--- src/rtl/cgp_pkg.sv ---
package cgp_pkg;

    // Byte offsets inside the 4 KiB window
    localparam int OFS_MODE    = 'h000;
    localparam int OFS_DIV     = 'h004;
    localparam int OFS_STAT    = 'h008;
    localparam int OFS_PWR     = 'h00C;
    localparam int OFS_CLK     = 'h010;
    localparam int OFS_IRQ_REQ = 'h014;
    localparam int OFS_IRQ_MSK = 'h018;
    localparam int OFS_IRQ_STS = 'h01C;
    localparam int OFS_DIR     = 'h020;
    localparam int OFS_LVL_W   = 'h024;
    localparam int OFS_LVL_R   = 'h028;

    typedef enum logic [3:0] {
        SEL_NONE,
        SEL_MODE,
        SEL_DIV,
        SEL_STAT,
        SEL_PWR,
        SEL_CLK,
        SEL_IRQ_REQ,
        SEL_IRQ_MSK,
        SEL_IRQ_STS,
        SEL_DIR,
        SEL_LVL_W,
        SEL_LVL_R
    } reg_sel_e;

endpackage

--- src/rtl/cgp_decode.sv ---
module cgp_decode
    import cgp_pkg::*;
#(
    parameter int ADDR_W = 12
) (
    input  logic [ADDR_W-1:0] addr,
    output reg_sel_e          sel
);

    always_comb begin
        unique case (int'(addr))
            OFS_MODE:    sel = SEL_MODE;
            OFS_DIV:     sel = SEL_DIV;
            OFS_STAT:    sel = SEL_STAT;
            OFS_PWR:     sel = SEL_PWR;
            OFS_CLK:     sel = SEL_CLK;
            OFS_IRQ_REQ: sel = SEL_IRQ_REQ;
            OFS_IRQ_MSK: sel = SEL_IRQ_MSK;
            OFS_IRQ_STS: sel = SEL_IRQ_STS;
            OFS_DIR:     sel = SEL_DIR;
            OFS_LVL_W:   sel = SEL_LVL_W;
            OFS_LVL_R:   sel = SEL_LVL_R;
            default:     sel = SEL_NONE;
        endcase
    end

endmodule

--- src/rtl/cgp_ctlregs.sv ---
module cgp_ctlregs
    import cgp_pkg::*;
#(
    parameter int          REG_W      = 16,
    parameter logic [15:0] STATUS_RST = 16'h0002,
    parameter int          PWR_TRIG   = 7,
    parameter logic [15:0] PWR_FORCE  = 16'h8040
) (
    input  logic             clk,
    input  logic             rst_n,
    input  logic             wr_en,
    input  reg_sel_e         sel,
    input  logic [REG_W-1:0] wval,
    output logic [REG_W-1:0] rval
);

    localparam logic [REG_W-1:0] STAT_VAL  = REG_W'(STATUS_RST);
    localparam logic [REG_W-1:0] FORCE_VAL = REG_W'(PWR_FORCE);

    logic [REG_W-1:0] mode_q, div_q, pwr_q, clk_q;
    logic [REG_W-1:0] irq_req_q, irq_msk_q, irq_sts_q;
    logic [REG_W-1:0] pwr_next;

    // Power side effect: trigger bit forces extra bits on
    assign pwr_next = wval[PWR_TRIG] ? (wval | FORCE_VAL) : wval;

    always_ff @(posedge clk) begin
        if (!rst_n) begin
            mode_q    <= '0;
            div_q     <= '0;
            pwr_q     <= '0;
            clk_q     <= '0;
            irq_req_q <= '0;
            irq_msk_q <= '0;
            irq_sts_q <= '0;
        end else if (wr_en) begin
            unique case (sel)
                SEL_MODE:    mode_q    <= wval;
                SEL_DIV:     div_q     <= wval;
                SEL_PWR:     pwr_q     <= pwr_next;
                SEL_CLK:     clk_q     <= wval;
                SEL_IRQ_REQ: irq_req_q <= wval;
                SEL_IRQ_MSK: irq_msk_q <= wval;
                SEL_IRQ_STS: irq_sts_q <= wval;
                default:     ;
            endcase
        end
    end

    always_comb begin
        unique case (sel)
            SEL_MODE:    rval = mode_q;
            SEL_DIV:     rval = div_q;
            SEL_STAT:    rval = STAT_VAL;
            SEL_PWR:     rval = pwr_q;
            SEL_CLK:     rval = clk_q;
            SEL_IRQ_REQ: rval = irq_req_q;
            SEL_IRQ_MSK: rval = irq_msk_q;
            SEL_IRQ_STS: rval = irq_sts_q;
            default:     rval = '0;
        endcase
    end

endmodule

--- src/rtl/cgp_gpio.sv ---
module cgp_gpio
    import cgp_pkg::*;
#(
    parameter int LINES = 16
) (
    input  logic             clk,
    input  logic             rst_n,
    input  logic             wr_en,
    input  reg_sel_e         sel,
    input  logic [LINES-1:0] wval,
    input  logic [LINES-1:0] pins_in,
    output logic [LINES-1:0] pins_out,
    output logic [LINES-1:0] pins_chg,
    output logic [LINES-1:0] rval
);

    logic [LINES-1:0] dir_q, lvl_q, drive_q, samp_q, chg_q;
    logic [LINES-1:0] dir_next, lvl_next, drive_next, blend;
    logic             wr_dir, wr_lvl;

    assign wr_dir     = wr_en && (sel == SEL_DIR);
    assign wr_lvl     = wr_en && (sel == SEL_LVL_W || sel == SEL_LVL_R);
    assign dir_next   = wr_dir ? wval : dir_q;
    assign lvl_next   = wr_lvl ? (wval & dir_q) : lvl_q;
    assign drive_next = lvl_next & dir_next;

    always_ff @(posedge clk) begin
        if (!rst_n) begin
            dir_q   <= '0;
            lvl_q   <= '0;
            drive_q <= '0;
            chg_q   <= '0;
            samp_q  <= '0;
        end else begin
            dir_q   <= dir_next;
            lvl_q   <= lvl_next;
            drive_q <= drive_next;
            chg_q   <= (wr_dir || wr_lvl) ? (drive_q ^ drive_next) : '0;
            samp_q  <= pins_in;
        end
    end

    for (genvar i = 0; i < LINES; i++) begin : g_blend
        assign blend[i] = dir_q[i] ? lvl_q[i] : samp_q[i];
    end

    always_comb begin
        unique case (sel)
            SEL_DIR:   rval = dir_q;
            SEL_LVL_W: rval = lvl_q;
            SEL_LVL_R: rval = blend;
            default:   rval = '0;
        endcase
    end

    assign pins_out = drive_q;
    assign pins_chg = chg_q;

endmodule

--- src/rtl/cgp_top.sv ---
module cgp_top
    import cgp_pkg::*;
#(
    parameter int ADDR_W = 12,
    parameter int DATA_W = 32,
    parameter int REG_W  = 16,
    parameter int LINES  = 16
) (
    input  logic              clk,
    input  logic              rst_n,
    input  logic [ADDR_W-1:0] bus_addr,
    input  logic              bus_rd,
    input  logic              bus_wr,
    input  logic [DATA_W-1:0] bus_wdata,
    output logic [DATA_W-1:0] bus_rdata,
    output logic              bus_err,
    input  logic [LINES-1:0]  gpio_in,
    output logic [LINES-1:0]  gpio_out,
    output logic [LINES-1:0]  gpio_chg
);

    reg_sel_e         sel;
    logic [REG_W-1:0] wval, ctl_rval;
    logic [LINES-1:0] gpio_rval;
    logic [REG_W-1:0] rd_mux;
    logic             is_gpio;
    logic             unused_hi;

    assign wval      = bus_wdata[REG_W-1:0];
    assign unused_hi = ^bus_wdata[DATA_W-1:REG_W];
    assign is_gpio   = (sel == SEL_DIR) || (sel == SEL_LVL_W) || (sel == SEL_LVL_R);
    assign rd_mux    = is_gpio ? REG_W'(gpio_rval) : ctl_rval;

    cgp_decode #(.ADDR_W(ADDR_W)) u_dec (
        .addr (bus_addr),
        .sel  (sel)
    );

    cgp_ctlregs #(.REG_W(REG_W)) u_ctl (
        .clk   (clk),
        .rst_n (rst_n),
        .wr_en (bus_wr),
        .sel   (sel),
        .wval  (wval),
        .rval  (ctl_rval)
    );

    cgp_gpio #(.LINES(LINES)) u_gpio (
        .clk      (clk),
        .rst_n    (rst_n),
        .wr_en    (bus_wr),
        .sel      (sel),
        .wval     (wval[LINES-1:0]),
        .pins_in  (gpio_in),
        .pins_out (gpio_out),
        .pins_chg (gpio_chg),
        .rval     (gpio_rval)
    );

    always_ff @(posedge clk) begin
        if (!rst_n) begin
            bus_rdata <= '0;
            bus_err   <= 1'b0;
        end else begin
            if (bus_rd) bus_rdata <= DATA_W'(rd_mux);
            bus_err <= (bus_rd || bus_wr) && (sel == SEL_NONE);
        end
    end

endmodule

--- config.mk ---
export PLATFORM = sky130hd
export DESIGN_NAME = cgp_top
export DESIGN_NICKNAME = d
export VERILOG_FILES = /design/src/rtl/cgp_pkg.sv /design/src/rtl/cgp_decode.sv /design/src/rtl/cgp_ctlregs.sv /design/src/rtl/cgp_gpio.sv /design/src/rtl/cgp_top.sv
export SDC_FILE = /design/constraint.sdc
export NUM_CORES = 1
export LEC_CHECK = 0
export BUFFER_PORTS_ARGS = -buffer_cell sky130_fd_sc_hd__buf_4
export CAP_MARGIN = 20
export CORE_MARGIN = 1.5
export CORE_UTILIZATION = 57
export DETAILED_ROUTE_END_ITERATION = 12
export PLACE_DENSITY = 0.83
export SKIP_CTS_REPAIR_TIMING = 1
export SLEW_MARGIN = 20
export SYNTH_ARGS = -nofsm -noshare
export SYNTH_HDL_FRONTEND = slang
export SYNTH_SLANG_ARGS = --single-unit
--- constraint.sdc ---
create_clock -name clk -period 2.5 [get_ports clk]
set_input_delay 0.375 -clock clk [delete_from_list [all_inputs] [get_ports clk]]
set_output_delay 0.375 -clock clk [all_outputs]
set_load 0.1 [all_outputs]
**Yosys cells after proc, flatten, opt, wreduce, memory -nomap -nowiden**

Cells that the tools add are included.

- Flip-flop bits (word level): 209
- Input bits: 64
- Output and inout bits: 65
- Logic and storage cells: 79

- Eq/ne operators: 21
- Mux-type cells: 23
- Bitwise operators: 3
- Reductions and logical operators: 18

Operator list:

| cell | count |
|---|---|
| $pmux 16 s8 | 1 |
| $mux 16 | 4 |
| $eq 12x5->1 const B | 4 |
| $pmux 16 s3 | 1 |
| $pmux 4 s11 | 1 |
| $eq 12x6->1 const B | 3 |
| $and 16x16->16 | 2 |
| $eq 12x4->1 const B | 2 |
| $eq 4x3->1 const B | 4 |
| $eq 4x4->1 const B | 4 |
| $mux 1 | 16 |
| $reduce_and 2->1 | 8 |
| $xor 16x16->16 | 1 |
| $eq 12x3->1 const B | 1 |
| $logic_not 12->1 | 1 |
| $eq 4x2->1 const B | 2 |
| $logic_or 1x1->1 | 5 |
| $eq 4x1->1 const B | 1 |
| $logic_not 4->1 | 1 |
| $logic_and 1x1->1 | 3 |

**Logic depth before layout (Yosys ltp)**

- Depth after elaboration: 8
- Depth in mapped cells: 9
- Depth with buffers taken out: 5

**Hierarchy**

Synthesis repeated with hierarchy kept, for this count alone.

- Cell total of the unflattened synthesis: 1282
- Area, all modules: 10465.0 um2

By module, submodules not included:

| module | times used | cells each | area an instance (um2) | sequential area each (um2) |
|---|---|---|---|---|
| cgp_ctlregs | 1 | 711 | 5650.4 | 2242.2 |
| cgp_gpio | 1 | 445 | 3762.4 | 1601.5 |
| cgp_top | 1 | 114 | 968.4 | 340.3 |
| cgp_decode | 1 | 12 | 83.8 | 0.0 |

**Worst setup path after synthesis**

No wires, ideal clock.

- Path kind: in2reg
- Start: input port bus_addr[4]
- End: register u_ctl.irq_msk_q[10]
- Setup time: 128 ps
- Data arrival time: 1934 ps
- Data required time: 2372 ps
- Path slack: 439 ps
- Stages on the path: 9
- Buffers on the path: 4
- Path through: buf_2 or4b_1 buf_4 nor2_8 and3_1 buf_6 buf_12 mux2i_1 nor2_1

- Longest elaborated chain between the ends: 4
- Elaborated cells on any way between the ends: 14
- Those cells by class: eq/ne (11); mux (1); reduce/logical (2)

Ends and longest elaborated chain:

| element | RTL line | text |
|---|---|---|
| start, declared | cgp_top.sv:11 | `input logic [ADDR_W-1:0] bus_addr,` |
| $eq 12x6->1, or another cell as far along | cgp_decode.sv:11 | `unique case (int'(addr))` |
| $pmux 4 s11 (*) | cgp_decode.sv:11 |  |
| $eq 4x3->1 (*) | cgp_ctlregs.sv:37 | `unique case (sel)` |
| $reduce_and 2->1 (no line) (*) | n/a |  |
| end signal, assigned | cgp_ctlregs.sv:43 | `SEL_IRQ_MSK: irq_msk_q <= wval;` |
| end, declared | cgp_ctlregs.sv:21 | `logic [REG_W-1:0] irq_req_q, irq_msk_q, irq_sts_q;` |

Mark *: on every way between the ends. The rest lies on a longest branch, timed or not.
A chain may end at the register's enable or synchronous reset.

**Worst setup path after layout**

- Start: input port bus_addr[7]
- End: register u_ctl.clk_q[3]

- Longest elaborated chain between the ends: 4
- Elaborated cells on any way between the ends: 14
- Those cells by class: eq/ne (11); mux (1); reduce/logical (2)

Ends and longest elaborated chain:

| element | RTL line | text |
|---|---|---|
| $eq 12x6->1, or another cell as far along | cgp_decode.sv:11 |  |
| $pmux 4 s11 (*) | cgp_decode.sv:11 |  |
| $eq 4x3->1 (*) | cgp_ctlregs.sv:37 |  |
| $reduce_and 2->1 (no line) (*) | n/a |  |
| end signal, assigned | cgp_ctlregs.sv:41 | `SEL_CLK: clk_q <= wval;` |
| end, declared | cgp_ctlregs.sv:20 | `logic [REG_W-1:0] mode_q, div_q, pwr_q, clk_q;` |

Marked as above.

==> impl_metrics.toml <==
[critical_path]
worstSetupPathType = "in -> reg"
worstPathRequired_ns = 2.87
cp-end-kind = "flop"
crit_path_start_kind = "input pin"
crit_fanout = 16
r2r-start = "u_ctl.clk_q[14]"
crit_start = "bus_addr[7]"
cp_data_arrival_time_ns = 2.30

[yosys]
synthCells = 1119
ys_types = 60
netlist_area_um2 = 9290
ys.flop_type = "dfxtp_1"
async_flop_share = 0
ys_seq_area_frac = 0.4504
synth_edf_count = 0
ys_ff_latch = 209
avgSynthCellArea_um2 = 8.302
netlist.area_leader.share = 0.4504
yosys_warnings = 0
yosysTopAreaCell = "dfxtp_1"
synth.area.top_cells = "dfxtp_1 45%, nand2_1 9.7%, a21oi_1 7.4%, mux2i_1 7.4%, nand3_1 2.2%"

[clock_network]
clk_pin_slew_ns = 0.06
cts_buffer_depth = 3
cts_tree = "yes"
htree_levels = 1
root_buffer = "clkbuf_16"
clock_latency_ns = 0.51
clock_sinks = 209
cts_made_buffers = 22

[layout]
n_antenna_cell = 0
regArea_um2 = 4184
nFillCells = 1270
layout.cells.non_filler = 1429
fin_nets = 1261
layout-drive-gt1-share = 0.1772
area_growth_pct = 18.63
multiInputGateArea_um2 = 4512

[min_path]
hp-class = "in -> reg"
hp-start = "gpio_in[2]"

[routing]
wirelength_um = 26920
antenna_left = 0
drc_errors = 0
route.vias.total = 8736
drt_iter0_markers = 893
drtPass1Iterations = 5
vias_per_cell = 6.113
wl_per_cell_um = 18.84

[timing]
tightest_slew_ns = 0.8049
fin_tns_setup_ns = 0
clock-skew-final_ns = 0.01234
slew_headroom = 0.4634
drv_slew = 0
rsz0062_at_grt = "false"
setup-violations-final = 0
period_needed_ns = 1.928
timing.fmax_ghz = 0.5186
min_period_over_period = 0.7713
hold_viol = 0

[die]
row_count = 46
die-area_um2 = 17070
start_util = 0.5848
die_x_um = 130.7
fp.coreArea_um2 = 15890
io_pins = 129
die_h_um = 130.7

[run]
max-cap-violations = 0

[grt]
grt_max_degree = 136
antenna_found_initial = 0
overflow = 0
grtUsageTotal = 0.3089
grt_pass1_vias = 8150
grt_pass1_wl_um = 41170

[place]
gp_congestion = 0.8989
post-dp-hpwl_um = 18000
portBuffers = 96
placed_cells = 1389

[power_and_ir_drop]
peakVddDrop_mv = 0.5619
total_leakage_power_nw = 4.173
power_density_nw_per_um2 = 686.3

[outcome]
status = "complete, no violations"
logic make-up (layout without fill, tap and decap cells):
| family | after synthesis | count (layout) | synth area share |
|---|---|---|---|
| AND/OR/NAND/NOR | 431 | 431 | 0.2216 |
| AO/OA/AOI/OAI | 266 | 266 | 0.1697 |
| flip-flops | 209 | 209 | 0.4504 |
| buffers and inverters | 133 | 212 | 0.07030 |
| multiplexers | 79 | 79 | 0.08768 |
| other | 1 | 16 | 0.0004037 |
Yosys cell counts (all sizes together) (8+ instances only):
master	n
o32ai	11
clkbuf	48
mux2i	69
a31oi	28
and2	23
a21oi	138
mux2	9
nand4	18
o22ai	11
inv	28
nor3b	12
nand3	40
dfxtp	209
nand2	240
o31ai	9
buf	57
a22o	8
nor3	11
nor2	55
or3	17
o21ai	30
cell usage in the layout, fill, tap and decap left out, drive strengths merged, types with 4 or more instances in the layout:
cell type | synthesis | layout
nor3 | 11 | 11
inv | 28 | 28
buf | 57 | 144
dfxtp | 209 | 209
and2 | 23 | 23
nand4 | 18 | 18
clkbuf | 48 | 32
o22ai | 11 | 11
nor3b | 12 | 12
nand2 | 240 | 240
nand3 | 40 | 40
mux2i | 69 | 69
a31oi | 28 | 28
o21ai | 30 | 30
a21oi | 138 | 138
bufinv | 0 | 4
a21o | 5 | 5
a22oi | 4 | 4
nor2 | 55 | 55
o31ai | 9 | 9
o32ai | 11 | 11
mux2 | 9 | 9
conb | 1 | 16
or3 | 17 | 17
a22o | 8 | 8
final cells by class:
cell class	count	area share
Multi-Input combinational cell	792	0.4094
Sequential cell	209	0.3797
Clock buffer	32	0.06074
Timing Repair Buffer	144	0.1026
Clock inverter	8	0.01328
Tap cell	216	0.02452
Inverter	28	0.009764
final timing paths:
| check | endpoint | slack (ns) | cells past startpoint |
|---|---|---|---|
| worst max register to register | bus_rdata[14] | 0.89 | 6 |
| worst max-delay path | u_ctl.clk_q[3] | 0.57 | 6 |
| worst min register to register | u_ctl.clk_q[13] | 0.45 | 2 |
| worst min-delay path | u_gpio.samp_q[2] | 0.07 | 2 |
per-layer routing:
layer	global-route usage	up-vias	share of wire
met5	0	-	0
met4	0.1532	0	0.051
met3	0.04845	129	0.091
met1	0.3887	4096	0.39
li1	-	4015	-
met2	0.5183	496	0.47
critical path: stages:
cell     delay, ns
buf_4         0.14
or4b_1        0.74
nor3_4        0.32
nand2_1       0.42
nand2_1       0.20
a21oi_1       0.09
report_power, final:
part           total [mW]  leakage, nW  internal (mW)  switching (mW)
Sequential           3.37         1.69           3.36          0.0141
Clock                3.64        0.399           2.27            1.37
Combinational       0.555         2.09          0.132           0.422
Total                7.56         4.17           5.76            1.80
metrics by stage:
| step | cell area (µm²) | power (mW) | worst slack [ns] | utilization | hold WS [ns] |
|---|---|---|---|---|---|
| after floorplan | 9346 | 3.840 | 0.4388 | - | 0.4331 |
| after global placement | 10200 | 3.981 | 0.1526 | 0.6423 | 0.4410 |
| after detailed placement | 10200 | 3.984 | 0.07967 | 0.6423 | 0.4460 |
| after CTS | 11020 | 7.544 | 0.5966 | 0.6936 | 0.06881 |
| after global routing | 11020 | 7.712 | 0.4649 | 0.6938 | 0.07125 |
| final | 11020 | 7.564 | 0.5717 | 0.6938 | 0.07248 |
No activity file was read; power rests on OpenSTA's default activity.
